$ cat config.mk
export PLATFORM = sky130hd
export DESIGN_NAME = bcd_calendar_clock
export DESIGN_NICKNAME = d
export VERILOG_FILES = /design/src/rtl/cal_pkg.sv /design/src/rtl/cal_prescaler.sv /design/src/rtl/cal_rollover.sv /design/src/rtl/bcd_calendar_clock.sv
export SDC_FILE = /design/constraint.sdc
export NUM_CORES = 1
export LEC_CHECK = 0
export ABC_CLOCK_PERIOD_IN_PS = 3700
export BUFFER_PORTS_ARGS = -buffer_cell sky130_fd_sc_hd__buf_2
export CAP_MARGIN = 10
export CORE_MARGIN = 4
export CORE_UTILIZATION = 45
export CTS_CLUSTER_DIAMETER = 30
export DETAILED_ROUTE_END_ITERATION = 8
export PLACE_DENSITY = 0.64
export SYNTH_ARGS = -nofsm -noshare
export SYNTH_HDL_FRONTEND = slang
export SYNTH_SLANG_ARGS = --single-unit
$ cat constraint.sdc
create_clock -name clk -period 3.7 [get_ports clk]
set_input_delay 0.74 -clock clk [delete_from_list [all_inputs] [get_ports clk]]
set_output_delay 0.74 -clock clk [all_outputs]
set_load 0.05 [all_outputs]
$ cat src/rtl/cal_pkg.sv
package cal_pkg;

    typedef struct packed {
        logic [6:0] sec;
        logic [6:0] min;
        logic [6:0] hour;
        logic [2:0] wday;
        logic [5:0] mday;
        logic [4:0] mon;
        logic [7:0] year;
    } cal_time_t;

    localparam logic [3:0] A_SEC  = 4'd0;
    localparam logic [3:0] A_MIN  = 4'd1;
    localparam logic [3:0] A_HOUR = 4'd2;
    localparam logic [3:0] A_WDAY = 4'd3;
    localparam logic [3:0] A_MDAY = 4'd4;
    localparam logic [3:0] A_MON  = 4'd5;
    localparam logic [3:0] A_YEAR = 4'd6;
    localparam logic [3:0] A_STAT = 4'd8;
    localparam logic [3:0] A_CTRL = 4'd9;

    localparam cal_time_t CAL_RESET = '{sec: 7'h00, min: 7'h00, hour: 7'h00,
                                        wday: 3'd0, mday: 6'h01, mon: 5'h01,
                                        year: 8'h00};

    // Next BCD value of a two-digit number (no wrap handling).
    function automatic logic [7:0] bcd_step(input logic [7:0] v);
        if (v[3:0] == 4'd9)
            return {v[7:4] + 4'd1, 4'd0};
        else
            return {v[7:4], v[3:0] + 4'd1};
    endfunction

    // Year in BCD is divisible by four.
    function automatic logic leap_year(input logic [7:0] y);
        if (y[4])
            return (y[3:0] == 4'd2) || (y[3:0] == 4'd6);
        else
            return (y[3:0] == 4'd0) || (y[3:0] == 4'd4) || (y[3:0] == 4'd8);
    endfunction

    // Last day of a month, as BCD.
    function automatic logic [7:0] month_len(input logic [4:0] m, input logic [7:0] y);
        case (m)
            5'h02:                      return leap_year(y) ? 8'h29 : 8'h28;
            5'h04, 5'h06, 5'h09, 5'h11: return 8'h30;
            default:                    return 8'h31;
        endcase
    endfunction

endpackage

$ cat src/rtl/cal_prescaler.sv
module cal_prescaler #(
    parameter int DIV = 32768
) (
    input  logic clk,
    input  logic rst_n,
    input  logic run,
    output logic tick
);
    localparam int CW = (DIV > 1) ? $clog2(DIV) : 1;
    localparam logic [CW-1:0] LAST = CW'(DIV - 1);

    logic [CW-1:0] cnt_d, cnt_q;

    always_comb begin
        tick  = run && (cnt_q == LAST);
        cnt_d = cnt_q;
        if (!run)
            cnt_d = '0;
        else if (cnt_q == LAST)
            cnt_d = '0;
        else
            cnt_d = cnt_q + CW'(1);
    end

    always_ff @(posedge clk or negedge rst_n) begin
        if (!rst_n) cnt_q <= '0;
        else        cnt_q <= cnt_d;
    end

    // A nonzero count exists only if the block was running one cycle ago.
    assert_cnt_only_when_running_R2: assert property (@(posedge clk) disable iff (!rst_n)
        (cnt_q != '0) |-> $past(run));

    // The count steps by one while running below its limit.
    assert_cnt_steps_R2: assert property (@(posedge clk) disable iff (!rst_n)
        (run && cnt_q != LAST) |=> (cnt_q == $past(cnt_q) + CW'(1)));

endmodule

$ cat src/rtl/cal_rollover.sv
module cal_rollover
    import cal_pkg::*;
(
    input  cal_time_t cur,
    input  logic      hr24,
    output cal_time_t nxt
);
    logic c_min, c_hr, c_day, c_mon, c_yr;

    always_comb begin
        nxt   = cur;
        c_min = (cur.sec == 7'h59);
        c_hr  = c_min && (cur.min == 7'h59);
        c_day = 1'b0;
        c_mon = 1'b0;
        c_yr  = 1'b0;

        nxt.sec = c_min ? 7'h00 : 7'(bcd_step({1'b0, cur.sec}));

        if (c_min)
            nxt.min = c_hr ? 7'h00 : 7'(bcd_step({1'b0, cur.min}));

        if (c_hr) begin
            if (hr24) begin
                if (cur.hour[5:0] == 6'h23) begin
                    nxt.hour = 7'h00;
                    c_day    = 1'b1;
                end else begin
                    nxt.hour = {1'b0, 6'(bcd_step({2'b00, cur.hour[5:0]}))};
                end
            end else begin
                if (cur.hour[5:0] == 6'h11) begin
                    nxt.hour = {~cur.hour[6], 6'h12};
                    c_day    = cur.hour[6];
                end else if (cur.hour[5:0] == 6'h12) begin
                    nxt.hour = {cur.hour[6], 6'h01};
                end else begin
                    nxt.hour = {cur.hour[6], 6'(bcd_step({2'b00, cur.hour[5:0]}))};
                end
            end
        end

        if (c_day) begin
            nxt.wday = (cur.wday == 3'd6) ? 3'd0 : cur.wday + 3'd1;
            if ({2'b00, cur.mday} == month_len(cur.mon, cur.year)) begin
                nxt.mday = 6'h01;
                c_mon    = 1'b1;
            end else begin
                nxt.mday = 6'(bcd_step({2'b00, cur.mday}));
            end
        end

        if (c_mon) begin
            if (cur.mon == 5'h12) begin
                nxt.mon = 5'h01;
                c_yr    = 1'b1;
            end else begin
                nxt.mon = 5'(bcd_step({3'b000, cur.mon}));
            end
        end

        if (c_yr)
            nxt.year = (cur.year == 8'h99) ? 8'h00 : bcd_step(cur.year);
    end

endmodule

$ cat src/rtl/bcd_calendar_clock.sv
module bcd_calendar_clock
    import cal_pkg::*;
#(
    parameter int PRESCALE_DIV = 32768,
    parameter int RST_CYCLES   = 6
) (
    input  logic       clk,
    input  logic       rst_n,
    input  logic       wr_en,
    input  logic [3:0] addr,
    input  logic [7:0] wr_data,
    output logic [7:0] rd_data
);
    localparam int RCW = (RST_CYCLES > 1) ? $clog2(RST_CYCLES) : 1;
    localparam logic [RCW-1:0] RST_LOAD = RCW'(RST_CYCLES - 1);

    typedef struct packed {
        cal_time_t      t;
        logic           run;
        logic           hr24;
        logic           carry;
        logic           busy;
        logic [RCW-1:0] rst_cnt;
    } state_t;

    state_t    st_d, st_q;
    logic      tick;
    logic      rst_req;
    logic      cnt_wr_ok;
    cal_time_t rolled;

    cal_prescaler #(.DIV(PRESCALE_DIV)) u_presc (
        .clk  (clk),
        .rst_n(rst_n),
        .run  (st_q.run),
        .tick (tick)
    );

    cal_rollover u_roll (
        .cur (st_q.t),
        .hr24(st_q.hr24),
        .nxt (rolled)
    );

    always_comb begin
        st_d      = st_q;
        rst_req   = 1'b0;
        cnt_wr_ok = wr_en && !st_q.run && !st_q.busy;

        if (st_q.busy) begin
            if (st_q.rst_cnt == '0) st_d.busy = 1'b0;
            else                    st_d.rst_cnt = st_q.rst_cnt - RCW'(1);
        end

        if (cnt_wr_ok) begin
            case (addr)
                A_SEC:   st_d.t.sec  = wr_data[6:0];
                A_MIN:   st_d.t.min  = wr_data[6:0];
                A_HOUR:  st_d.t.hour = wr_data[6:0];
                A_WDAY:  st_d.t.wday = wr_data[2:0];
                A_MDAY:  st_d.t.mday = wr_data[5:0];
                A_MON:   st_d.t.mon  = wr_data[4:0];
                A_YEAR:  st_d.t.year = wr_data;
                default: ;
            endcase
        end

        if (wr_en && addr == A_STAT && !wr_data[1])
            st_d.carry = 1'b0;

        if (wr_en && addr == A_CTRL && !st_q.busy) begin
            if (!st_q.run)
                st_d.hr24 = wr_data[6];
            if (wr_data[1]) begin
                rst_req        = 1'b1;
                st_d.run       = 1'b0;
                st_d.busy      = 1'b1;
                st_d.rst_cnt   = RST_LOAD;
                st_d.t         = CAL_RESET;
                st_d.t.hour    = st_d.hr24 ? 7'h00 : 7'h12;
            end else begin
                st_d.run = wr_data[0];
            end
        end

        // An advance overrides a simultaneous carry clear.
        if (tick) begin
            st_d.carry = 1'b1;
            if (!rst_req)
                st_d.t = rolled;
        end
    end

    always_ff @(posedge clk or negedge rst_n) begin
        if (!rst_n) begin
            st_q.t       <= CAL_RESET;
            st_q.run     <= 1'b0;
            st_q.hr24    <= 1'b1;
            st_q.carry   <= 1'b0;
            st_q.busy    <= 1'b0;
            st_q.rst_cnt <= '0;
        end else begin
            st_q <= st_d;
        end
    end

    always_comb begin
        case (addr)
            A_SEC:   rd_data = {1'b0, st_q.t.sec};
            A_MIN:   rd_data = {1'b0, st_q.t.min};
            A_HOUR:  rd_data = {1'b0, st_q.t.hour};
            A_WDAY:  rd_data = {5'b0, st_q.t.wday};
            A_MDAY:  rd_data = {2'b0, st_q.t.mday};
            A_MON:   rd_data = {3'b0, st_q.t.mon};
            A_YEAR:  rd_data = st_q.t.year;
            A_STAT:  rd_data = {6'b0, st_q.carry, 1'b0};
            A_CTRL:  rd_data = {1'b0, st_q.hr24, 4'b0, st_q.busy, st_q.run};
            default: rd_data = 8'h00;
        endcase
    end

    // Stopped with no write: the time does not move.
    assert_stopped_hold_R7: assert property (@(posedge clk) disable iff (!rst_n)
        (!st_q.run && !wr_en) |=> $stable(st_q.t));

    // Counter writes while running are dropped.
    assert_running_write_ignored_R7: assert property (@(posedge clk) disable iff (!rst_n)
        (st_q.run && wr_en && addr <= A_YEAR && !tick) |=> $stable(st_q.t));

    // Every prescaler tick leaves the carry flag set.
    assert_carry_on_tick_R9: assert property (@(posedge clk) disable iff (!rst_n)
        tick |=> st_q.carry);

    // A busy soft reset never coexists with counting.
    assert_busy_not_running_R10: assert property (@(posedge clk) disable iff (!rst_n)
        st_q.busy |-> !st_q.run);

    // Seconds wrap from 59 to 00 on a tick.
    assert_sec_wrap_R3: assert property (@(posedge clk) disable iff (!rst_n)
        (tick && st_q.t.sec == 7'h59) |=> (st_q.t.sec == 7'h00));

endmodule

Word level (Yosys, flattened, before mapping)
Cells that the tools add are included.

storage, ports and cells
  register bits = 65
  input port bits = 15
  output and inout bits = 8
  logic and storage cells = 166

operators by class
  $add $sub $neg = 15
  equality and inequality tests = 44
  mux-type cells = 63
  bitwise gates (word level) = 1
  reduce and logical (&&, ||, !) cells = 24

operator list
  cell                     count
  $mux W43                 4
  $mux W7                  11
  $pmux W8 S9              1
  $mux W45                 1
  $mux W8                  5
  $eq A4 B4 Y1 const B     9
  $mux W6                  6
  $mux W15                 2
  $add A4 B1 Y4 const B    7
  $mux W5                  5
  $eq A4 B3 Y1 const B     5
  $mux W1                  20
  $ne A4 B1 Y1 const B     5
  $pmux W8 S2              1
  $add A15 B1 Y15 const B  1
  $eq A15 B15 Y1 const B   1
  $ne A3 B1 Y1 const B     5
  $eq A7 B7 Y1 const B     2
  $eq A4 B2 Y1 const B     3
  $eq A6 B5 Y1 const B     2
  $mux W4                  3
  $eq A5 B3 Y1 const B     2
  $eq A5 B5 Y1 const B     2
  $reduce_and A2 Y1        5
  22 further kinds         39

Longest topological paths before layout
Gate-level depths: netlist (run 1).

  word-level depth = 16
  mapped depth = 9
  gate-level depth less buffers = 8

Hierarchy
Synthesis (run 1) repeated with hierarchy kept, for this count alone.

second synthesis, totals
  cells, all modules = 664
  area total of the unflattened synthesis = 5417.7 sq um

by module, submodules not included
  module              instances  cells an instance  area each (sq um)  sequential area each (sq um)
  bcd_calendar_clock  1          350                3115.5             1255.0
  cal_rollover        1          243                1557.7             0.0
  cal_prescaler       1          71                 744.5              375.4

Least setup slack after synthesis (run 1)
Ideal clock, no wire load.

  path type = input to output
  start = in addr[0]
  end = out rd_data[0]
  arrival = 2.645 ns
  required time = 2.960 ns
  slack = 0.315 ns
  stages = 4
  path buffers = 2
  cell sequence = buf_1 > buf_1 > a32oi_1 > o21ai_0

between the ends
  word-level cells in the longest chain between the ends = 2
  elaborated cells between the ends (all ways) = 10
  those cells by class = eq/ne: 8; mux: 1; reduce/logical: 1

RTL lines
  what                                        RTL line                   source
  from (decl)                                 bcd_calendar_clock.sv:10   input logic [3:0] addr,
  $eq A4 B4 Y1, or another cell as far along  bcd_calendar_clock.sv:108  case (addr)
  $pmux W8 S9 (*)                             bcd_calendar_clock.sv:108
  to (decl)                                   bcd_calendar_clock.sv:12   output logic [7:0] rd_data

Mark *: on every way between the ends. The rest lies on a longest branch, timed or not.

Worst setup path after layout (run 1)
  start = in addr[0]
  end = out rd_data[6]

The elaborated chain is that of the path after synthesis.

==> results of run 1 <==
[worst min path at each step]
stage	startpoint	endpoint	slack, ns	depth (start not counted)
finish	u_presc.cnt_q[0]	u_presc.cnt_q[0]	0.49	1
global placement	st_q[4]	st_q[4]	0.48	2
CTS	u_presc.cnt_q[0]	u_presc.cnt_q[0]	0.49	1
floorplan	rst_n	st_q[0]	0.44	0
detailed placement	st_q[4]	st_q[4]	0.48	2
global route	st_q[4]	st_q[4]	0.52	2
[metal layers]
layer | share of wire, % | routed length [um] | track usage, % | vias to the layer above
met5 | 0.049 | 8 | 0 | -
met4 | 3.0 | 497 | 12.2 | 2
met3 | 6.5 | 1070 | 4.56 | 37
met2 | 46 | 7510 | 38.3 | 198
met1 | 45 | 7310 | 34.9 | 2475
li1 | - | - | - | 2409
[registers in the layout (all words and copies together), names as in the netlist]
| register | flops |
|---|---|
| u_presc.cnt_q | 15 |
| st_q | 50 |
[cell usage after synthesis (4+ instances only)]
library cell   n  area [um2]
o41ai_1        4        35.0
ha_1          16         200
o32ai_1        4        35.0
inv_1         26        97.6
a22o_1         6        52.6
a21oi_1       35         175
clkbuf_1      29         109
a211o_1        6        52.6
nand2b_1       8        50.1
o21a_1         4        30.0
nor2_1        64         240
o21ai_0       33         165
and2_1        10        62.6
a31oi_1        7        43.8
a211oi_1      13        97.6
nand2_1       57         214
a32oi_1        4        35.0
nor4bb_1       4        40.0
xor2_1         8        70.1
a221oi_1       5        43.8
buf_1          8        30.0
a22oi_1        8        60.1
o31ai_1        6        45.0
o211ai_1       8        60.1
nor2b_1        9        56.3
xnor2_1        7        61.3
nand4_1        7        43.8
nand3_1       27         135
dfrtp_1       62        1550
and3_1        11        68.8
nor3_1        22         110
nand3b_1       8        60.1
nor4_1         6        37.5
mux2i_1       24         240
nor3b_1        6        45.0
mux2_2         7        78.8
[cells by family after synthesis]
kind of cell    share of synthesized area (%)
xor+xnor                                 2.50
flops                                    31.0
buf+inv                                  5.35
simple gates                             26.5
mux                                      6.92
compound gates                           23.9
fa+ha+maj                                3.80
[report_power, final]
part | internal, uW | switching, uW
clock network | 727 | 334
registers | 879 | 364
logic | 410 | 480
[per-stage QoR]
step,instance area [um2],instances,total power (uW),hold slack [ns],worst slack [ns]
2_1_floorplan,5260,639,1860,0.444,0.315
3_3_place_gp,5520,781,2090,0.479,0.547
3_5_place_dp,5520,781,2120,0.484,0.461
4_1_cts,5880,797,3190,0.494,0.457
5_1_grt,5880,797,3380,0.517,0.265
6_report,5880,797,3190,0.493,0.406
[final cells by class]
class,instances,share of cell area (%)
Clock buffer,11,3.96
Multi-Input combinational cell,505,57.0
Timing Repair Buffer,42,4.43
Inverter,26,1.66
Clock inverter,5,2.17
Tap cell,143,3.04
Sequential cell,65,27.7
[worst max-delay path: stages]
cell,delay [ns]
buf_2,0.25
nor2b_1,0.58
a21oi_1,0.16
nor2_1,0.11
a31oi_1,0.04
o21ai_0,0.32
buf_2,0.33
==> reports/metrics.csv, run 1 <==
stage,metric,value,unit
critical_path,Worst Setup Path Type,input port to primary output,
die,Top Ports,23,
critical_path,crit path launch,addr[0],
die,Die Y-Extent,116,um
finish,"most common cell after layout, fill and taps aside",nor2_1,
sta,min Tclk post-route,3.29,ns
run_status,run status,"complete, no violations",
yosys,Mapped Nets,670,
yosys,number of synthesized register bits,65,
global_routing,global-route wire length before repair,26300,um
sta,Fin. Hold Viols,0,
critical_path,CP Max Fanout,23,
yosys,register area share after synthesis,31.0,%
min_path,type of the worst min-delay path,flop to flop,
finish,Reg area,1630,um2
critical_path,reg-to-reg endpoint,st_q[12],
drt,Pre-antenna DRT Iters,7,
sta,RSZ-0062 raised after global routing,false,
flow_run,Max Cap Viol,0,
finish,ant diodes,0,
sta,final setup TNS,0,ns
drt,via count,5121,
finish,most frequent cells in the layout,"nor2_1, dfrtp_1, nand2_1",
sta,fmax,0.304,GHz
critical_path,R2R Path Start,st_q[18],
die,row cnt,39,
finish,Layout fillers,1099,
critical_path,r2r setup slk,0.67,ns
yosys,top_reg_cell synth,dfrtp_1,
global_routing,antenna violations before repair,1,
clock_network,Sink Count,65,
die,Initial Utilization,46.1,%
finish,proportion of layout cells with a drive suffix above 1,12.5,%
clock_network,hold_buf cts,0,
drt,initial DRC count,555,
sta,clock skew,0.00746,ns
clock_network,post-CTS setup buffers,0,
critical_path,worst setup path endpoint,rd_data[6],
finish,nets,680,
finish,Synth-to-Final Area Change,11.7,%
yosys,"Cell Area, Synth",5260,um2
yosys,Syn. warnings,0,
drt,post-route DRC violation count,0,
drt,wire per inst,20.6,um
sta,setup violators final,0,
clock_network,Clock Path Buffers,2,
sta,worst slew pin tran,1.02,ns
pwr,worst vdd ir,0.000380,V
placement,port bufs,22,
yosys,Post-Syn Area per Cell,8.23,um2
clock_network,post-cts sizing count,0,
placement,HPWL after detailed placement,11600,um
finish,multi-input combinational cell area,3350,um2
clock_network,htree depth,3,
critical_path,R2R cell count,6,
yosys,Cells after Synth,639,
critical_path,Worst Setup End Kind,primary output,
global_routing,Total GRT Usage,25.2,%
drt,drt via density,6.43,
clock_network,TritonCTS clock tree,built,
critical_path,startpoint types,input port,
die,Die X,116,um
die,Die ar.,13500,um2
global_routing,largest net degree at the start of global routing,42,
clock_network,clock insertion delay at the later pin of the skew report,0.35,ns
finish,Finished Core Util,51.5,%
yosys,ys async rst share,100,%
clock_network,clk slew on worst S/H paths,0.06,ns
clock_network,CTS Buf Count,9,
clock_network,Root Buffer,clkbuf_16,
yosys,Yosys cell types,77,
placement,RePlAce Congestion,0.894,
yosys,"EDFF count, synth",0,
critical_path,Critical Path AT,2.55,ns
global_routing,grt ovf,0,
global_routing,vias in the first global route,4895,
sta,Final Max Slew Viols,0,
drt,final WL,16400,um
pwr,pwr dens,544,nW/um2
sta,Rel. slew slack,32.1,%
die,Core ar.,11400,um2
drt,antenna-violating nets left,0,
sta,final worst-path cycle share,89.0,%
pwr,P_leak,0.00244,uW
critical_path,Worst EP required,2.96,ns
Power figures use the tool's default switching activity.
==> run 2, diff against run 1 <==
--- a/config.mk
+++ b/config.mk
@@ -5,6 +5,7 @@
 export SDC_FILE = /design/constraint.sdc
 export NUM_CORES = 1
 export LEC_CHECK = 0
+export ABC_AREA = 1
 export ABC_CLOCK_PERIOD_IN_PS = 3700
 export BUFFER_PORTS_ARGS = -buffer_cell sky130_fd_sc_hd__buf_2
 export CAP_MARGIN = 10
==> run 2 against run 1 <==
Against the previous run: routed wire length is 9.6% lower; clock power is 35% lower; setup slack gained 0.22 ns; non-clock buffer count shrank 18; critical path depth up 2; global-route usage decreased by 1.3 points; count of clock-buffer cells in the layout shrank 1.
==> reports/metrics.csv, run 2 <==
stage,metric,value,unit,change
sta,worst slew pin tran,0.634,ns,-0.383 ns
sta,final setup TNS,0,ns,unchanged
placement,HPWL after detailed placement,10900,um,-6.0%
finish,Layout fillers,1106,,+0.64%
yosys,ys async rst share,100,%,unchanged
sta,min Tclk post-route,3.07,ns,-0.221 ns
drt,via count,5022,,-1.9%
finish,Synth-to-Final Area Change,9.06,%,
sta,Rel. slew slack,57.5,%,+25 points
drt,antenna-violating nets left,0,,unchanged
drt,Pre-antenna DRT Iters,8,,+1
finish,Largest Register,st_q,,
clock_network,TritonCTS clock tree,built,,
global_routing,global-route wire length before repair,24200,um,-8.1%
yosys,"EDFF count, synth",0,,unchanged
clock_network,Sink Count,65,,unchanged
critical_path,Worst EP required,2.96,ns,about the same
clock_network,hold_buf cts,0,,unchanged
sta,RSZ-0062 raised after global routing,false,,
drt,DR top layer,met4,,
critical_path,CP max stage cell,nor2_1,,
finish,Finished Core Util,50.9,%,-0.52 points
yosys,ranking of synthesized cells by area,"dfrtp_1, nand2_1, o21ai_0",,
die,Initial Utilization,46.7,%,+0.63 points
yosys,register area share after synthesis,33.4,%,+2.4 points
drt,post-route DRC violation count,0,,unchanged
yosys,Cells after Synth,721,,+13%
finish,proportion of layout cells with a drive suffix above 1,8.96,%,-3.6 points
yosys,Mapped Nets,752,,+12%
finish,largest registers,"st_q: 50 flops, u_presc.cnt_q: 15 flops",,
sta,fmax,0.325,GHz,+7.2%
finish,Non-Filler Instances,884,,+11%
critical_path,Worst Setup End Kind,primary output,,
drt,met1 WL,6370,um,-13%
global_routing,vias in the first global route,4653,,-4.9%
die,Die ar.,12600,um2,-6.6%
min_path,type of the worst min-delay path,input port to asynchronous set/reset pin,,
clock_network,post-cts sizing count,0,,unchanged
clock_network,clock insertion delay at the later pin of the skew report,0.37,ns,+0.02 ns
finish,"most common cell after layout, fill and taps aside",nand2_1,,
sta,worst hold slack,0.347,ns,-0.146 ns
drt,routed wl met2,6850,um,-8.8%
sta,clock skew,0.0165,ns,+0.00908 ns
yosys,Post-synth top cells,"nand2_1, inv_1, o21ai_0",,
sta,setup violators final,0,,unchanged
critical_path,CP Buf/Inv Count,4,,+2
run_status,run status,"complete, no violations",,
yosys,Post-Syn Area per Cell,6.78,um2,-18%
yosys,"Cell Area, Synth",4890,um2,-7.1%
critical_path,startpoint types,input port,,
pwr,pwr dens,503,nW/um2,-7.5%
global_routing,antenna violations before repair,0,,-1
critical_path,CP Max Fanout,6,,-74%
die,Die Y-Extent,112,um,-3.4%
critical_path,Critical Path AT,2.33,ns,-0.22 ns
clock_network,post-CTS setup buffers,0,,unchanged
yosys,top_reg_cell synth,dfrtp_1,,
critical_path,cell family with most CP delay,buffers and inverters,,
yosys,number of synthesized register bits,65,,unchanged
sta,Final Max Slew Viols,0,,unchanged
yosys,share of the synthesized area in the top cell type,31.7,%,+2.3 points
yosys,most common cell in the netlist,nand2_1,,
drt,initial DRC count,544,,-2.0%
sta,final worst-path cycle share,83.1,%,-6.0 points
clock_network,CTS Buf Count,9,,unchanged
yosys,largest area contributor in the netlist,dfrtp_1,,
die,Top Ports,23,,unchanged
pwr,P_leak,0.00259,uW,+6.4%
placement,RePlAce Congestion,0.979,,+9.5%
clock_network,Clock Path Buffers,2,,unchanged
flow_run,Max Cap Viol,0,,unchanged
drt,drt via density,5.68,,-12%
sta,Fin. Hold Viols,0,,unchanged
die,row cnt,37,,-5.1%
pwr,worst vdd ir,0.000267,V,-30%
global_routing,Total GRT Usage,24.0,%,-1.3 points
global_routing,grt ovf,0,,unchanged
yosys,Syn. warnings,0,,unchanged
global_routing,largest net degree at the start of global routing,42,,unchanged
clock_network,clk slew on worst S/H paths,0.09,ns,+0.03 ns
critical_path,CP max stage delay,0.37,ns,-0.21 ns
drt,final WL,14800,um,-9.6%
die,Die X,112,um,-3.4%
clock_network,Root Buffer,clkbuf_8,,
drt,routed length on met3,1220,um,+14%
finish,nets,774,,+14%
die,Core ar.,10500,um2,-8.4%
critical_path,worst path cell trace,"buf_2, inv_1, nand2_1, nor2_1, inv_1, o22ai_1, a221oi_1, o211ai_1, buf_2",,
drt,wire per inst,16.8,um,-18%
finish,max FFs per register,50,,unchanged
finish,most frequent cells in the layout,"nand2_1, inv_1, o21ai_0",,
finish,ant diodes,0,,unchanged
critical_path,Worst Setup Path Type,input port to primary output,,
placement,DP Cell Count,868,,+11%
placement,port bufs,22,,unchanged
clock_network,htree depth,3,,unchanged
yosys,Yosys cell types,46,,-40%
==> run 2: cell types whose count changed in the layout (fill, tap and decap cells not counted), moves of 10 or more <==
cell,before,now
a211oi_1,13,0
and2_1,10,0
and3_1,11,1
buf_4,20,2
inv_1,26,100
mux2i_1,24,0
nand2_1,57,178
nand3_1,27,51
nor2_1,64,75
nor3_1,22,8
o21ai_0,33,78
o22ai_1,0,14
==> run 2: metal layers <==
layer / GRT usage (%) / vias up
met4: 10.3 / 0
met5: 0 / -
li1: - / 2437
met2: 38.1 / 213
met1: 31.7 / 2338
met3: 5.07 / 34
==> run 2: final timing paths <==
| path | startpoint | to | slack (ns) | depth (start not counted) |
|---|---|---|---|---|
| max | addr[1] | rd_data[1] | 0.63 | 9 |
| min | rst_n | u_presc.cnt_q[7] | 0.35 | 1 |
| max reg2reg | st_q[37] | st_q[9] | 1.11 | 9 |
| min reg2reg | u_presc.cnt_q[0] | u_presc.cnt_q[0] | 0.47 | 1 |
| max in group asynchronous | rst_n | st_q[20] | 2.37 | 2 |
| min in group clk | u_presc.cnt_q[0] | u_presc.cnt_q[0] | 0.47 | 1 |
==> run 2: metrics by stage <==
| stage | cell area, um2 | setup slack (ns) | total power [uW] |
|---|---|---|---|
| 2_1_floorplan | 4890 | 0.698 | 1710 |
| 3_3_place_gp | 5110 | 0.788 | 1950 |
| 4_1_cts | 5330 | 0.659 | 2680 |
| 3_5_place_dp | 5110 | 0.686 | 1970 |
| 5_1_grt | 5330 | 0.527 | 2880 |
| 6_report | 5330 | 0.627 | 2680 |
==> run 2: power by group <==
| group | switching, uW | leakage [uW] | total, uW | internal (uW) |
|---|---|---|---|---|
| Sequential | 220 | 0.000843 | 1090 | 874 |
| Clock | 309 | 0.0000991 | 691 | 382 |
| Combinational | 569 | 0.00165 | 895 | 326 |
==> run 2: area by class of cell <==
class / instances / area, um2 / area share (%)
sequential: 65 / 1630 / 30.6
timing repair buffer: 24 / 125 / 2.35
multi-input combinational: 539 / 2790 / 52.4
clock inverter: 6 / 91.3 / 1.71
clock buffer: 10 / 128 / 2.39
inverter: 104 / 393 / 7.37
tap: 136 / 170 / 3.19
==> run 2: logic make-up (layout without fill, tap and decap cells) <==
kind of cell / count (synthesis) / after routing / share of synthesized area, %
simple gates: 343 / 343 / 30.7
compound gates: 161 / 161 / 18.8
buf+inv: 117 / 144 / 9.50
mux: 1 / 1 / 0.230
fa+ha+maj: 16 / 16 / 4.10
flops: 65 / 65 / 33.4
xor+xnor: 18 / 18 / 3.23
==> run 2: worst register-to-register path, delay by kind of cell, from the launching register on <==
kind	cells	cell delay, ns
buf+inv	1	0.15
fa+ha+maj	1	0.16
flops	1	0.43
compound gates	2	0.49
simple gates	5	1.23
==> run 3, diff against run 2 <==
--- a/config.mk
+++ b/config.mk
@@ -6,14 +6,14 @@
 export NUM_CORES = 1
 export LEC_CHECK = 0
 export ABC_AREA = 1
-export ABC_CLOCK_PERIOD_IN_PS = 3700
+export ABC_CLOCK_PERIOD_IN_PS = 2700
 export BUFFER_PORTS_ARGS = -buffer_cell sky130_fd_sc_hd__buf_2
 export CAP_MARGIN = 10
 export CORE_MARGIN = 4
 export CORE_UTILIZATION = 45
 export CTS_CLUSTER_DIAMETER = 30
 export DETAILED_ROUTE_END_ITERATION = 8
-export PLACE_DENSITY = 0.64
+export PLACE_DENSITY = 0.67
 export SYNTH_ARGS = -nofsm -noshare
 export SYNTH_HDL_FRONTEND = slang
 export SYNTH_SLANG_ARGS = --single-unit
==> constraint.sdc (replaced) <==
create_clock -name clk -period 2.7 [get_ports clk]
set_input_delay 0.54 -clock clk [delete_from_list [all_inputs] [get_ports clk]]
set_output_delay 0.54 -clock clk [all_outputs]
set_load 0.05 [all_outputs]
==> run 3 against run 2 <==
Against the previous run: via count increased by 0.60%; sequential power rose by 39%; die area did not move; critical path type unchanged; sequential share of layout area shrank 0.30 points; clock skew down 0.0041 ns; power grew 32%; setup slack got worse by 0.44 ns.
==> reports/metrics.csv, run 3 (synthesized netlist as in run 2, its figures left out) <==
stage,metric,value,unit,change
pwr,pwr dens,657,nW/um2,+31%
global_routing,grt ovf,0,,unchanged
critical_path,R2R cell count,11,,+2
sta,final worst-path cycle share,93.0,%,
min_path,type of the worst min-delay path,input port to asynchronous set/reset pin,,
clock_network,post-CTS setup buffers,0,,unchanged
sta,min Tclk post-route,2.51,ns,
flow_run,Max Cap Viol,0,,unchanged
clock_network,CTS Buf Count,9,,unchanged
sta,final setup TNS,0,ns,unchanged
sta,Final Max Slew Viols,0,,unchanged
pwr,P_leak,0.00263,uW,+1.7%
sta,worst hold slack,0.0860,ns,-0.261 ns
critical_path,R2R Path Start,u_presc.cnt_q[0],,
drt,final WL,15400,um,+4.0%
finish,max FFs per register,50,,unchanged
sta,final worst setup slack,0.190,ns,-0.437 ns
die,Die Y-Extent,112,um,unchanged
critical_path,Worst Setup End Kind,primary output,,
placement,HPWL after detailed placement,11800,um,+7.6%
drt,via count,5052,,+0.60%
sta,worst slew pin tran,0.497,ns,-0.137 ns
finish,nets,784,,+1.3%
sta,RSZ-0062 raised after global routing,false,,
finish,largest registers,"st_q: 50 flops, u_presc.cnt_q: 15 flops",,
placement,Place WS,0.248,ns,-0.438 ns
global_routing,antenna violations before repair,0,,unchanged
finish,Reg area,1630,um2,unchanged
global_routing,largest net degree at the start of global routing,33,,-21%
clock_network,clk slew on worst S/H paths,0.08,ns,about the same
placement,RePlAce Congestion,1.00,,+2.4%
placement,area post-placement,5200,um2,+1.7%
sta,fmax,0.398,GHz,
sta,Rel. slew slack,66.8,%,+9.3 points
finish,proportion of layout cells with a drive suffix above 1,10.0,%,+1.1 points
drt,wire per inst,17.3,um,+2.8%
drt,drt via density,5.65,,-0.53%
critical_path,CP Max Fanout,4,,-2
run_status,run status,"complete, no violations",,
critical_path,Critical Path AT,1.97,ns,-0.36 ns
die,Initial Utilization,46.7,%,unchanged
critical_path,Worst Setup Path Type,input port to primary output,,
clock_network,Sink Count,65,,unchanged
die,Die X,112,um,unchanged
clock_network,post-cts sizing count,0,,unchanged
finish,ant diodes,0,,unchanged
finish,design area,5380,um2,+0.99%
finish,Layout fillers,1056,,-4.5%
finish,most frequent cells in the layout,"nand2_1, inv_1, o21ai_0",,
finish,Non-Filler Instances,894,,+1.1%
finish,"most common cell after layout, fill and taps aside",nand2_1,,
clock_network,TritonCTS clock tree,built,,
global_routing,Total GRT Usage,25.4,%,+1.4 points
finish,Synth-to-Final Area Change,10.1,%,
pwr,worst vdd ir,0.000414,V,+55%
drt,initial DRC count,408,,-25%
clock_network,clock insertion delay at the later pin of the skew report,0.38,ns,about the same
clock_network,htree depth,3,,unchanged
sta,setup violators final,0,,unchanged
clock_network,Clock Path Buffers,2,,unchanged
clock_network,hold_buf cts,0,,unchanged
drt,post-route DRC violation count,0,,unchanged
placement,DP Cell Count,878,,+1.2%
drt,Pre-antenna DRT Iters,7,,-1
critical_path,Worst EP required,2.16,ns,-0.80 ns
die,Top Ports,23,,unchanged
critical_path,reg-to-reg endpoint,st_q[36],,
die,Die ar.,12600,um2,unchanged
die,row cnt,37,,unchanged
critical_path,r2r setup slk,0.36,ns,-0.75 ns
sta,Fin. Hold Viols,0,,unchanged
drt,antenna-violating nets left,0,,unchanged
die,Core ar.,10500,um2,unchanged
global_routing,vias in the first global route,4895,,+5.2%
placement,port bufs,22,,unchanged
clock_network,Root Buffer,clkbuf_8,,
sta,clock skew,0.0124,ns,-0.00410 ns
finish,multi-input combinational cell area,2790,um2,unchanged
global_routing,global-route wire length before repair,25400,um,+4.9%
critical_path,startpoint types,input port,,
finish,Largest Register,st_q,,
==> run 3: stage by stage <==
step                util (%)  total power [uW]
floorplan                  -              2340
global placement        49.7              2690
detailed placement      49.7              2730
CTS                     51.4              3540
global route            51.4              3820
finish                  51.4              3530
==> run 3: critical path, stage by stage <==
cell and delay, ns:
buf_2 0.12, inv_1 0.11, nand2_1 0.09, nor2_1 0.25, inv_1 0.14, o22ai_1 0.20, a221oi_1 0.07, o221ai_1 0.12
buf_2 0.32
==> run 3: power by group <==
part / leakage, uW / total [uW] / internal, uW / switching (uW)
Clock: 0.0000898 / 788 / 387 / 402
Combinational: 0.00170 / 1240 / 459 / 781
Sequential: 0.000843 / 1510 / 1200 / 307
==> run 3: final cells by class <==
type                    count  area share, %
well taps                 136           3.16
repair buffers             34           3.95
multi-input cells         539           51.9
clock buffers              13           2.95
inverters                 104           7.30
clock inverters             3          0.465
flip-flops and latches     65           30.3
==> run 3: worst max path at each step <==
stage / from / to / cells after the start
after CTS: st_q[6] / rd_data[0] / 5
after floorplan: addr[3] / rd_data[6] / 5
after global placement: addr[1] / rd_data[0] / 9
final: addr[1] / rd_data[4] / 9
after detailed placement: addr[1] / rd_data[1] / 9
after global routing: addr[1] / rd_data[1] / 9
==> run 3: layer usage <==
metal,GRT usage [%],share of wire (%),vias to the layer above
met5,0,0,-
met4,8.17,1.9,0
met3,4.74,6.6,27
met2,39.7,46,181
met1,35.5,46,2392
li1,-,-,2452
